### config.mk
export PLATFORM = sky130hd
export DESIGN_NAME = ir_symbol_decoder
export DESIGN_NICKNAME = d
export VERILOG_FILES = /design/src/rtl/ir_dec_pkg.sv /design/src/rtl/ir_edge_timer.sv /design/src/rtl/ir_symbol_classifier.sv /design/src/rtl/ir_frame_assembler.sv /design/src/rtl/ir_symbol_decoder.sv
export SDC_FILE = /design/constraint.sdc
export NUM_CORES = 1
export LEC_CHECK = 0
export CORE_MARGIN = 4
export CORE_UTILIZATION = 29
export CTS_CLUSTER_DIAMETER = 60
export DETAILED_ROUTE_END_ITERATION = 6
export SYNTH_ARGS = -nofsm -noshare
export SYNTH_HDL_FRONTEND = slang
export SYNTH_HIERARCHICAL = 1
export SYNTH_SLANG_ARGS = --single-unit
### constraint.sdc
create_clock -name clk -period 8.3 [get_ports clk]
set_input_delay 1.66 -clock clk [delete_from_list [all_inputs] [get_ports clk]]
set_output_delay 1.66 -clock clk [all_outputs]
set_load 0.02 [all_outputs]
### src/rtl/ir_dec_pkg.sv
// Shared types and helpers for the infrared symbol decoder.
// Assumes timing fields are 8 bits wide and the message is at most 64 bits.
package ir_dec_pkg;
    localparam int FLD_W    = 8;
    localparam int MSG_BITS = 64;
    localparam int N_SYM    = 4;
    localparam int LEN_W    = $clog2(MSG_BITS + 1);

    typedef struct packed {
        logic [FLD_W-1:0] per_max;
        logic [FLD_W-1:0] per_min;
        logic [FLD_W-1:0] wid_max;
        logic [FLD_W-1:0] wid_min;
    } win_t;

    typedef enum logic [1:0] {ST_IDLE, ST_LEAD, ST_DATA} rx_state_t;

    localparam logic [3:0] A_CTRL = 4'd0;
    localparam logic [3:0] A_LEAD = 4'd1;
    localparam logic [3:0] A_SYM0 = 4'd2;
    localparam logic [3:0] A_SYM1 = 4'd3;
    localparam logic [3:0] A_SYM2 = 4'd4;
    localparam logic [3:0] A_SYM3 = 4'd5;
    localparam logic [3:0] A_GAP  = 4'd6;
    localparam logic [3:0] A_STAT = 4'd7;
    localparam logic [3:0] A_DLO  = 4'd8;
    localparam logic [3:0] A_DHI  = 4'd9;

    // True when val lies inside [lo, hi] after both bounds are scaled by 2**sh.
    function automatic logic in_range(input logic [15:0] val,
                                      input logic [FLD_W-1:0] lo,
                                      input logic [FLD_W-1:0] hi,
                                      input int unsigned sh);
        logic [15:0] l;
        logic [15:0] h;
        l = 16'(lo) << sh;
        h = 16'(hi) << sh;
        return (val >= l) && (val <= h);
    endfunction
endpackage

### src/rtl/ir_edge_timer.sv
// Applies polarity, finds rising edges of the mark level and measures
// mark width, symbol period and current space length in clock cycles.
// Assumes ir_in is already synchronous to clk. Counters saturate.
module ir_edge_timer #(
    parameter int CNT_W = 14
) (
    input  logic             clk,
    input  logic             rst_n,
    input  logic             ir_in,
    input  logic             pol_inv,
    output logic             lvl,
    output logic             rise,
    output logic [CNT_W-1:0] wid,
    output logic [CNT_W-1:0] per,
    output logic [CNT_W-1:0] spc
);
    localparam logic [CNT_W-1:0] CMAX = '1;
    logic lvl_q;

    assign lvl  = ir_in ^ pol_inv;
    assign rise = lvl & ~lvl_q;

    // Remember the previous mark level for edge detection.
    always_ff @(posedge clk) begin
        if (!rst_n) lvl_q <= 1'b0;
        else        lvl_q <= lvl;
    end

    // Restart the counters at each rising edge, then count width, period and space.
    always_ff @(posedge clk) begin
        if (!rst_n) begin
            wid <= '0;
            per <= '0;
            spc <= '0;
        end else if (rise) begin
            wid <= CNT_W'(1);
            per <= CNT_W'(1);
            spc <= '0;
        end else begin
            if (per != CMAX)         per <= per + 1'b1;
            if (lvl && wid != CMAX)  wid <= wid + 1'b1;
            if (!lvl && spc != CMAX) spc <= spc + 1'b1;
        end
    end
endmodule

### src/rtl/ir_symbol_classifier.sv
// Matches a measured width/period pair against the leader window (16-cycle
// units) and the data windows (period in 2-cycle units, width in cycles).
// A window with a zero width maximum is disabled; the lowest code wins.
module ir_symbol_classifier
    import ir_dec_pkg::*;
#(
    parameter int CNT_W = 14,
    localparam int CODE_W = $clog2(N_SYM)
) (
    input  logic                    [CNT_W-1:0] wid,
    input  logic                    [CNT_W-1:0] per,
    input  win_t                                lead_win,
    input  win_t   [N_SYM-1:0]                  sym_win,
    output logic                                lead_hit,
    output logic                                sym_hit,
    output logic                   [CODE_W-1:0] sym_code
);
    logic [N_SYM-1:0] match;

    assign lead_hit = (lead_win.wid_max != '0)
                   && in_range(16'(wid), lead_win.wid_min, lead_win.wid_max, 4)
                   && in_range(16'(per), lead_win.per_min, lead_win.per_max, 4);

    for (genvar i = 0; i < N_SYM; i++) begin : g_win
        assign match[i] = (sym_win[i].wid_max != '0)
                       && in_range(16'(wid), sym_win[i].wid_min, sym_win[i].wid_max, 0)
                       && in_range(16'(per), sym_win[i].per_min, sym_win[i].per_max, 1);
    end

    assign sym_hit = |match;

    // Pick the lowest matching code.
    always_comb begin
        sym_code = '0;
        for (int i = N_SYM - 1; i >= 0; i--) begin
            if (match[i]) sym_code = CODE_W'(i);
        end
    end
endmodule

### src/rtl/ir_frame_assembler.sv
// Receive state machine: waits for a first edge, optionally checks the
// leader, shifts in data bits and closes the message on the idle gap.
// Assumes classifier results are valid in the cycle of each rising edge.
module ir_frame_assembler
    import ir_dec_pkg::*;
#(
    parameter int CNT_W = 14
) (
    input  logic                clk,
    input  logic                rst_n,
    input  logic                enable,
    input  logic                lead_en,
    input  logic                msb_first,
    input  logic                bit_inv,
    input  logic                rise,
    input  logic                lvl,
    input  logic [CNT_W-1:0]    spc,
    input  logic [7:0]          gap_thr,
    input  logic [4:0]          min_len,
    input  logic [5:0]          max_len,
    input  logic                lead_hit,
    input  logic                sym_hit,
    input  logic                sym_bit,
    output logic                done,
    output logic [MSG_BITS-1:0] data_out,
    output logic [LEN_W-1:0]    len_out
);
    localparam int IDX_W = $clog2(MSG_BITS);

    rx_state_t             st;
    logic [LEN_W-1:0]      cnt;
    logic [MSG_BITS-1:0]   shreg;
    logic                  gap_hit;
    logic                  nbit;
    logic                  len_ok;

    assign gap_hit = !lvl && (gap_thr != '0) && (16'(spc) >= 16'({gap_thr, 3'b000}));
    assign nbit    = sym_bit ^ bit_inv;
    assign len_ok  = (cnt >= LEN_W'(min_len)) && (cnt <= LEN_W'(max_len));

    // Step the receive state, collect bits and latch a finished message.
    always_ff @(posedge clk) begin
        if (!rst_n) begin
            st       <= ST_IDLE;
            cnt      <= '0;
            shreg    <= '0;
            done     <= 1'b0;
            data_out <= '0;
            len_out  <= '0;
        end else begin
            done <= 1'b0;
            if (!enable) begin
                st <= ST_IDLE;
            end else begin
                case (st)
                    ST_IDLE: if (rise) begin
                        st    <= lead_en ? ST_LEAD : ST_DATA;
                        cnt   <= '0;
                        shreg <= '0;
                    end
                    ST_LEAD: begin
                        if (rise)         st <= lead_hit ? ST_DATA : ST_IDLE;
                        else if (gap_hit) st <= ST_IDLE;
                    end
                    ST_DATA: begin
                        if (rise) begin
                            if (!sym_hit || cnt == LEN_W'(MSG_BITS)) begin
                                st <= ST_IDLE;
                            end else begin
                                cnt <= cnt + 1'b1;
                                if (msb_first) shreg <= {shreg[MSG_BITS-2:0], nbit};
                                else           shreg[cnt[IDX_W-1:0]] <= nbit;
                            end
                        end else if (gap_hit) begin
                            st <= ST_IDLE;
                            if (len_ok) begin
                                done     <= 1'b1;
                                data_out <= shreg;
                                len_out  <= cnt;
                            end
                        end
                    end
                    default: st <= ST_IDLE;
                endcase
            end
        end
    end

    // a cleared enable parks the receiver.
    assert_disable_idle_R12: assert property (@(posedge clk) disable iff (!rst_n)
        !enable |=> st == ST_IDLE);

    // the bit count never passes the message capacity.
    assert_count_cap_R7: assert property (@(posedge clk) disable iff (!rst_n)
        st == ST_DATA |-> cnt <= LEN_W'(MSG_BITS));

    // a latched message never carries more bits than the maximum in force.
    assert_len_limit_R8: assert property (@(posedge clk) disable iff (!rst_n)
        done |-> len_out <= LEN_W'($past(max_len)));
endmodule

### src/rtl/ir_symbol_decoder.sv
// Top level: register file, valid/acknowledge handling and wiring of the
// edge timer, symbol classifier and frame assembler.
// Assumes a single-cycle write strobe and a combinational read port.
module ir_symbol_decoder
    import ir_dec_pkg::*;
#(
    parameter int CNT_W = 14
) (
    input  logic        clk,
    input  logic        rst_n,
    input  logic        ir_in,
    input  logic        reg_wr,
    input  logic [3:0]  reg_addr,
    input  logic [31:0] reg_wdata,
    output logic [31:0] reg_rdata,
    output logic        msg_valid
);
    logic [9:0]             ctrl_q;
    win_t                   lead_q;
    win_t [N_SYM-1:0]       sym_q;
    logic [7:0]             gap_thr;
    logic [4:0]             min_len;
    logic [5:0]             max_len;
    logic                   valid_q;
    logic [1:0]             sym_idx;
    logic                   lvl, rise, lead_hit, sym_hit, done;
    logic [CNT_W-1:0]       wid, per, spc;
    logic [1:0]             sym_code;
    logic [MSG_BITS-1:0]    data;
    logic [LEN_W-1:0]       len;
    logic                   ack;

    assign sym_idx   = 2'(reg_addr - A_SYM0);
    assign ack       = reg_wr && (reg_addr == A_STAT) && !reg_wdata[0];
    assign msg_valid = valid_q;

    // Configuration register writes, with length fields forced even.
    always_ff @(posedge clk) begin
        if (!rst_n) begin
            ctrl_q  <= '0;
            lead_q  <= '0;
            sym_q   <= '0;
            gap_thr <= '0;
            min_len <= '0;
            max_len <= '0;
        end else if (reg_wr) begin
            case (reg_addr)
                A_CTRL: ctrl_q <= reg_wdata[9:0] & 10'h31F;
                A_LEAD: lead_q <= win_t'(reg_wdata);
                A_SYM0, A_SYM1, A_SYM2, A_SYM3: sym_q[sym_idx] <= win_t'(reg_wdata);
                A_GAP: begin
                    gap_thr <= reg_wdata[7:0];
                    min_len <= {reg_wdata[20:17], 1'b0};
                    max_len <= (reg_wdata[29:24] > 6'd48) ? 6'd48 : {reg_wdata[29:25], 1'b0};
                end
                default: ;
            endcase
        end
    end

    // Valid flag: set by a finished message, cleared by acknowledge.
    always_ff @(posedge clk) begin
        if (!rst_n)    valid_q <= 1'b0;
        else if (done) valid_q <= 1'b1;
        else if (ack)  valid_q <= 1'b0;
    end

    // Register read multiplexer.
    always_comb begin
        reg_rdata = '0;
        case (reg_addr)
            A_CTRL: reg_rdata[9:0] = ctrl_q;
            A_LEAD: reg_rdata = lead_q;
            A_SYM0, A_SYM1, A_SYM2, A_SYM3: reg_rdata = sym_q[sym_idx];
            A_GAP: begin
                reg_rdata[7:0]   = gap_thr;
                reg_rdata[20:16] = min_len;
                reg_rdata[29:24] = max_len;
            end
            A_STAT: begin
                reg_rdata[0]          = valid_q;
                reg_rdata[8 +: LEN_W] = len;
            end
            A_DLO: reg_rdata = data[31:0];
            A_DHI: reg_rdata = data[63:32];
            default: ;
        endcase
    end

    ir_edge_timer #(.CNT_W(CNT_W)) u_timer (
        .clk(clk), .rst_n(rst_n), .ir_in(ir_in), .pol_inv(ctrl_q[2]),
        .lvl(lvl), .rise(rise), .wid(wid), .per(per), .spc(spc)
    );

    ir_symbol_classifier #(.CNT_W(CNT_W)) u_class (
        .wid(wid), .per(per), .lead_win(lead_q), .sym_win(sym_q),
        .lead_hit(lead_hit), .sym_hit(sym_hit), .sym_code(sym_code)
    );

    ir_frame_assembler #(.CNT_W(CNT_W)) u_frame (
        .clk(clk), .rst_n(rst_n), .enable(ctrl_q[0]), .lead_en(ctrl_q[1]),
        .msb_first(ctrl_q[3]), .bit_inv(ctrl_q[4]), .rise(rise), .lvl(lvl),
        .spc(spc), .gap_thr(gap_thr), .min_len(min_len), .max_len(max_len),
        .lead_hit(lead_hit), .sym_hit(sym_hit), .sym_bit(sym_code[0]),
        .done(done), .data_out(data), .len_out(len)
    );

    // valid only rises after the assembler finishes a message.
    assert_valid_source_R10: assert property (@(posedge clk) disable iff (!rst_n)
        $rose(valid_q) |-> $past(done));

    // an acknowledge with no new message clears valid.
    assert_ack_clears_R11: assert property (@(posedge clk) disable iff (!rst_n)
        (ack && !done) |=> !valid_q);

    // a message arriving while valid keeps valid set.
    assert_overwrite_keeps_R11: assert property (@(posedge clk) disable iff (!rst_n)
        (valid_q && done) |=> valid_q);
endmodule

# [Word-level counts from Yosys, hierarchy flattened]
# Cells that the tools add are included.
[classes] add_sub_neg=5 magnitude_cmp=28 eq_ne=19 n_mux=46 bitwise=9 reduce_logical=57
[op_table] op="2-to-1 mux 64 bit" n=4
[op_table] op="bitwise mux 128 bit" n=1
[op_table] op="case mux 64 bit (2 select lines)" n=1
[op_table] op="binary-select mux 32 bit (select 2 bit)" n=1
[op_table] op="bitwise mux 64 bit" n=1
[op_table] op="demux 32 bit (select 2 bit)" n=1
[op_table] op="2-to-1 mux 32 bit" n=2
[op_table] op="greater-or-equal comparator 14 x 8 -> 1 bit" n=4
[op_table] op="greater-or-equal comparator 14 x 9 -> 1 bit" n=4
[op_table] op="less-or-equal comparator 14 x 8 -> 1 bit" n=4
[op_table] op="less-or-equal comparator 14 x 9 -> 1 bit" n=4
[op_table] op="case mux 5 bit (5 select lines)" n=2
[op_table] op="nonzero test 8 bit" n=6
[op_table] op="adder 14 x 1 -> 14 bit, second input constant" n=3
[op_table] op="inequality test 14 bit, second input constant" n=3
[op_table] op="case mux 7 bit (6 select lines)" n=1
[op_table] op="case mux 6 bit (5 select lines)" n=1
[op_table] op="logical AND 1 bit" n=29
[op_table] op="greater-or-equal comparator 14 x 12 -> 1 bit" n=2
[op_table] op="less-or-equal comparator 14 x 12 -> 1 bit" n=2
[op_table] op="2-to-1 mux 7 bit" n=3
[op_table] op="== test 4 x 3 -> 1 bit, second input constant" n=4
[op_table] op="greater-or-equal comparator 14 x 11 -> 1 bit" n=1
[op_table] op="2-to-1 mux 2 bit" n=7
[op_table] op="40 further kinds" n=73
[totals] register_bits=374 input_bits=40

# [Depth between registers and ports, before layout]
[logic_depth] ltp_word=14 ltp_mapped=16 mapped_depth_nobuf=15

# [Hierarchy]
# Netlist, hierarchy kept.
[by_module_without_submodules] mod="ir_symbol_decoder" n_inst=1 cells_each=1076 area_per_inst_um2=9051.2
[by_module_without_submodules] mod="ir_frame_assembler" n_inst=1 cells_each=935 area_per_inst_um2=7599.8
[by_module_without_submodules] mod="ir_symbol_classifier" n_inst=1 cells_each=561 area_per_inst_um2=4202.8
[by_module_without_submodules] mod="ir_edge_timer" n_inst=1 cells_each=259 area_per_inst_um2=2163.3

# [Worst setup path before layout]
# No wires, ideal clock.
[synth_timing] path_kind="in2out" from="in reg_addr[1]" to="out reg_rdata[0]" arrival_ps=2978 required_ps=6640 path_slack_ps=3662 cell_stages=6 path_buffers=4 cell_sequence="buf_4 > buf_4 > buf_2 > or2_2 > clkbuf_1 > o211ai_1"
[synth_between] elab_chain_len=4
[synth_lines] element="from (decl)" line_no="ir_symbol_decoder.sv:13" source="input logic [3:0] reg_addr,"
[synth_lines] element="subtractor 2 bit" line_no="ir_symbol_decoder.sv:33" source="assign sym_idx = 2'(reg_addr - A_SYM0);"
[synth_lines] element="binary-select mux 32 bit (select 2 bit)" line_no="ir_symbol_decoder.sv:74" source="A_SYM0, A_SYM1, A_SYM2, A_SYM3: reg_rdata = sym_q[sym_idx];"
[synth_lines] element="2-to-1 mux 32 bit (not written as such)" line_no="ir_symbol_decoder.sv:74"
[synth_lines] element="case mux 1 bit (7 select lines) (*)" line_no="ir_symbol_decoder.sv:71" source="case (reg_addr)"
[synth_lines] element="to (decl)" line_no="ir_symbol_decoder.sv:15" source="output logic [31:0] reg_rdata,"
# Mark *: on every way between the ends. The rest lies on a longest branch, timed or not. The select of a mux whose other input is x is not followed.

# [Final worst setup path]
[layout_timing] from="in reg_addr[2]" to="out reg_rdata[7]"
[layout_between] elab_chain_len=3
[layout_lines] element="== test 4 x 2 -> 1 bit or == test 4 x 3 -> 1 bit (tied branches)" line_no="ir_symbol_decoder.sv:71"
[layout_lines] element="OR reduction 4 bit" line_no="ir_symbol_decoder.sv:71"
[layout_lines] element="case mux 7 bit (6 select lines) (*)" line_no="ir_symbol_decoder.sv:71"
# Mark *: on every way between the ends. The rest lies on a longest branch, timed or not.

==> key figures <==
Timing
  • Final hold vios: 0
  • Slew Viols, Final: 0
  • Period utilisation layout: 74.8%
  • Setup TNS: 0 ns
  • Highest Clock Rate: 161 MHz
  • Final setup vio count: 0
  • Worst slew pin tran: 1.07 ns
  • Skew final: 0.0328 ns
  • Slew HR: 27.9%
  • Final WS setup: 2.10 ns
  • RSZ-0062 raised after global routing: false
  • Minimum clock period: 6.20 ns

Floorplan
  • Die H: 290 microns
  • Top-Level Pins: 73
  • CORE AREA: 78,900 sq um
  • Site Rows: 103
  • Chip width: 290 microns
  • Die ar.: 83,900 sq um
  • Starting Density: 29.2%

Detailed routing
  • Detailed Route Iter0 Violations: 2,227
  • Via count: 20,700
  • Wire length per cell: 20.6 microns
  • DRC violation count after routing: 0
  • Vias per inst: 5.29
  • Detailed-router iteration count before antenna repair: 5
  • Routed wire length: 80,400 microns
  • Post-route ant nets: 0

Clock tree
  • CTS resizes: 0
  • Htree depth: 2
  • Root Buffer: clkbuf_16
  • Clock-pin slew on the worst setup and hold paths: 0.06 ns
  • Post-CTS Setup Inserts: 0
  • TritonCTS Buffers: 44
  • Clk Latency, worst-skew pair: 0.59 ns
  • Maximum root-to-sink buffer count: 3
  • TritonCTS clock tree: built
  • CTS Hold Bufs: 0
  • Clock sink count: 373

Critical path
  • Critical path origin: reg_addr[2]
  • Crit path DAT: 4.54 ns
  • FF-to-FF Start: u_timer/per[4]$_SDFFE_PP0P_
  • Worst EP required: 6.64 ns
  • Crit end category: output port
  • CP cell instances: clkdlybuf4s50_1 -> buf_4 -> nor2_1 -> nand2_1 -> o221ai_1 -> clkdlybuf4s50_1
  • Reg2reg setup slack: 3.52 ns
  • CP max stage delay: 0.71 ns
  • Crit-path slowest cell: clkdlybuf4s50_1
  • Worst-path fanout max: 19
  • Most used cell, CP: clkdlybuf4s50_1
  • Crit Path Category: in2out
  • Startpoint class of the critical path: primary input

Global route
  • Largest net degree at the start of global routing: 154
  • GRT Resource Usage Total: 18.6%
  • Antenna violations before repair: 6
  • Via count of the first global-routing pass: 18,800
  • GRT Max-Usage Layer: met2
  • Global-route wire length before repair: 120,000 microns
  • Gr ovfl total: 0
  • Met1 Use GR: 27.3%
  • GR Layer Usage met2: 27.6%
  • GR Layer Usage met3: 3.17%

Place
  • Pre-CTS WS: 2.17 ns
  • Dpl hpwl: 58,200 microns
  • GP Congestion: 0.965
  • Buffers on Ports: 72

Power
  • Peak supply drop: 0.125 mV
  • Leakage Power: 0.00890 uW
  • PD cells: 163 nW/um^2

Flow run
  • Max-Cap Viols: 0

Finish
  • Fraction of layout cells with a size suffix above 1: 7.15%
  • Layout area overhead: 13.5%
  • Nets: 3,041

Min path
  • Hold path startpoint: u_frame/len_out[6]$_SDFFE_PN0P_
  • Min-delay worst type: reg2reg

Outcome
  • Status: complete, no violations

Synthesis
  • Synth Instances: 2,830
  • Synth Warn #: 6
  • Syn avg cell area: 8.13 sq um
  • Area of the mapped netlist: 23,000 sq um
metrics by stage:
stage | instance area [sq um] | power (uW) | hold WS [ns] | cells | utilization, %
after global routing | 26100 | 4380 | 0.468 | 3902 | 33.1
after floorplan | 23000 | 2040 | 0.409 | 2831 | -
final | 26100 | 4250 | 0.441 | 3904 | 33.1
after detailed placement | 24500 | 2160 | 0.436 | 3821 | 31.1
after CTS | 26100 | 4280 | 0.445 | 3902 | 33.1
after global placement | 24500 | 2160 | 0.429 | 3821 | 31.1
cells in the final DEF (no fill, tap or decap), types with 16 or more instances in the layout:
master and n:
a21oi_1 134, o221ai_1 20, or4_1 18, nor4_1 18, and3_1 18, a21boi_0 156
inv_1 200, a21boi_1 30, dfxtp_1 372, a22oi_1 63, nor2_1 123, nand2_1 628
a21o_1 18, clkbuf_16 45, mux2i_1 176, nand3_1 54, o21a_1 17, or3_1 16
mux2_2 18, o21ai_0 53, a211oi_1 19, buf_4 46, clkdlybuf4s50_1 68, nor3_1 20
a22o_1 25, nor2b_1 21, nand4_1 28, ha_1 184
final timing paths:
| check | end | depth (start not counted) |
|---|---|---|
| worst max-delay path | reg_rdata[7] | 6 |
| worst min-delay path | u_frame/len_out[6]$_SDFFE_PN0P_ | 2 |
| worst max register to register | u_frame/shreg[32]$_SDFFE_PN0P_ | 14 |
| worst min register to register | u_frame/len_out[6]$_SDFFE_PN0P_ | 2 |
area by class of cell:
| cell class | count | area, sq um |
|---|---|---|
| Sequential cell | 373 | 7470 |
| Timing Repair Buffer | 118 | 1070 |
| Antenna cell | 2 | 5.00 |
| Inverter | 202 | 758 |
| Fill cell | 8313 | 52700 |
| Clock buffer | 56 | 1260 |
| Clock inverter | 25 | 327 |
| Tap cell | 1050 | 1310 |
| Multi-Input combinational cell | 2078 | 13900 |
report_power, final:
group,internal (uW),switching [uW]
clock,1290,830
sequential,1800,21.7
combinational,106,194
total,3200,1050
sequential cells by signal, indices dropped and copies added (netlist names), 5 cells and up:
| register | count |
|---|---|
| ctrl_q | 7 |
| gap_thr | 8 |
| lead_q | 32 |
| max_len | 5 |
| sym_q | 128 |
| u_frame/cnt | 7 |
| u_frame/data_out | 64 |
| u_frame/len_out | 7 |
| u_frame/shreg | 64 |
| u_timer/per | 14 |
| u_timer/spc | 14 |
| u_timer/wid | 14 |
metal layers:
| metal | up-vias | share of wire (%) |
|---|---|---|
| met5 | - | 0.034 |
| met4 | 6 | 3.0 |
| met3 | 125 | 8.0 |
| met2 | 781 | 42 |
| met1 | 9864 | 47 |
| li1 | 9886 | - |
critical path: cells and delay by family:
family / cells / cell delay (ns)
AO/OA/AOI/OAI: 1 / 0.60
AND/OR/NAND/NOR: 2 / 0.66
buffers and inverters: 3 / 1.61
(Power assumes the default switching activity.)
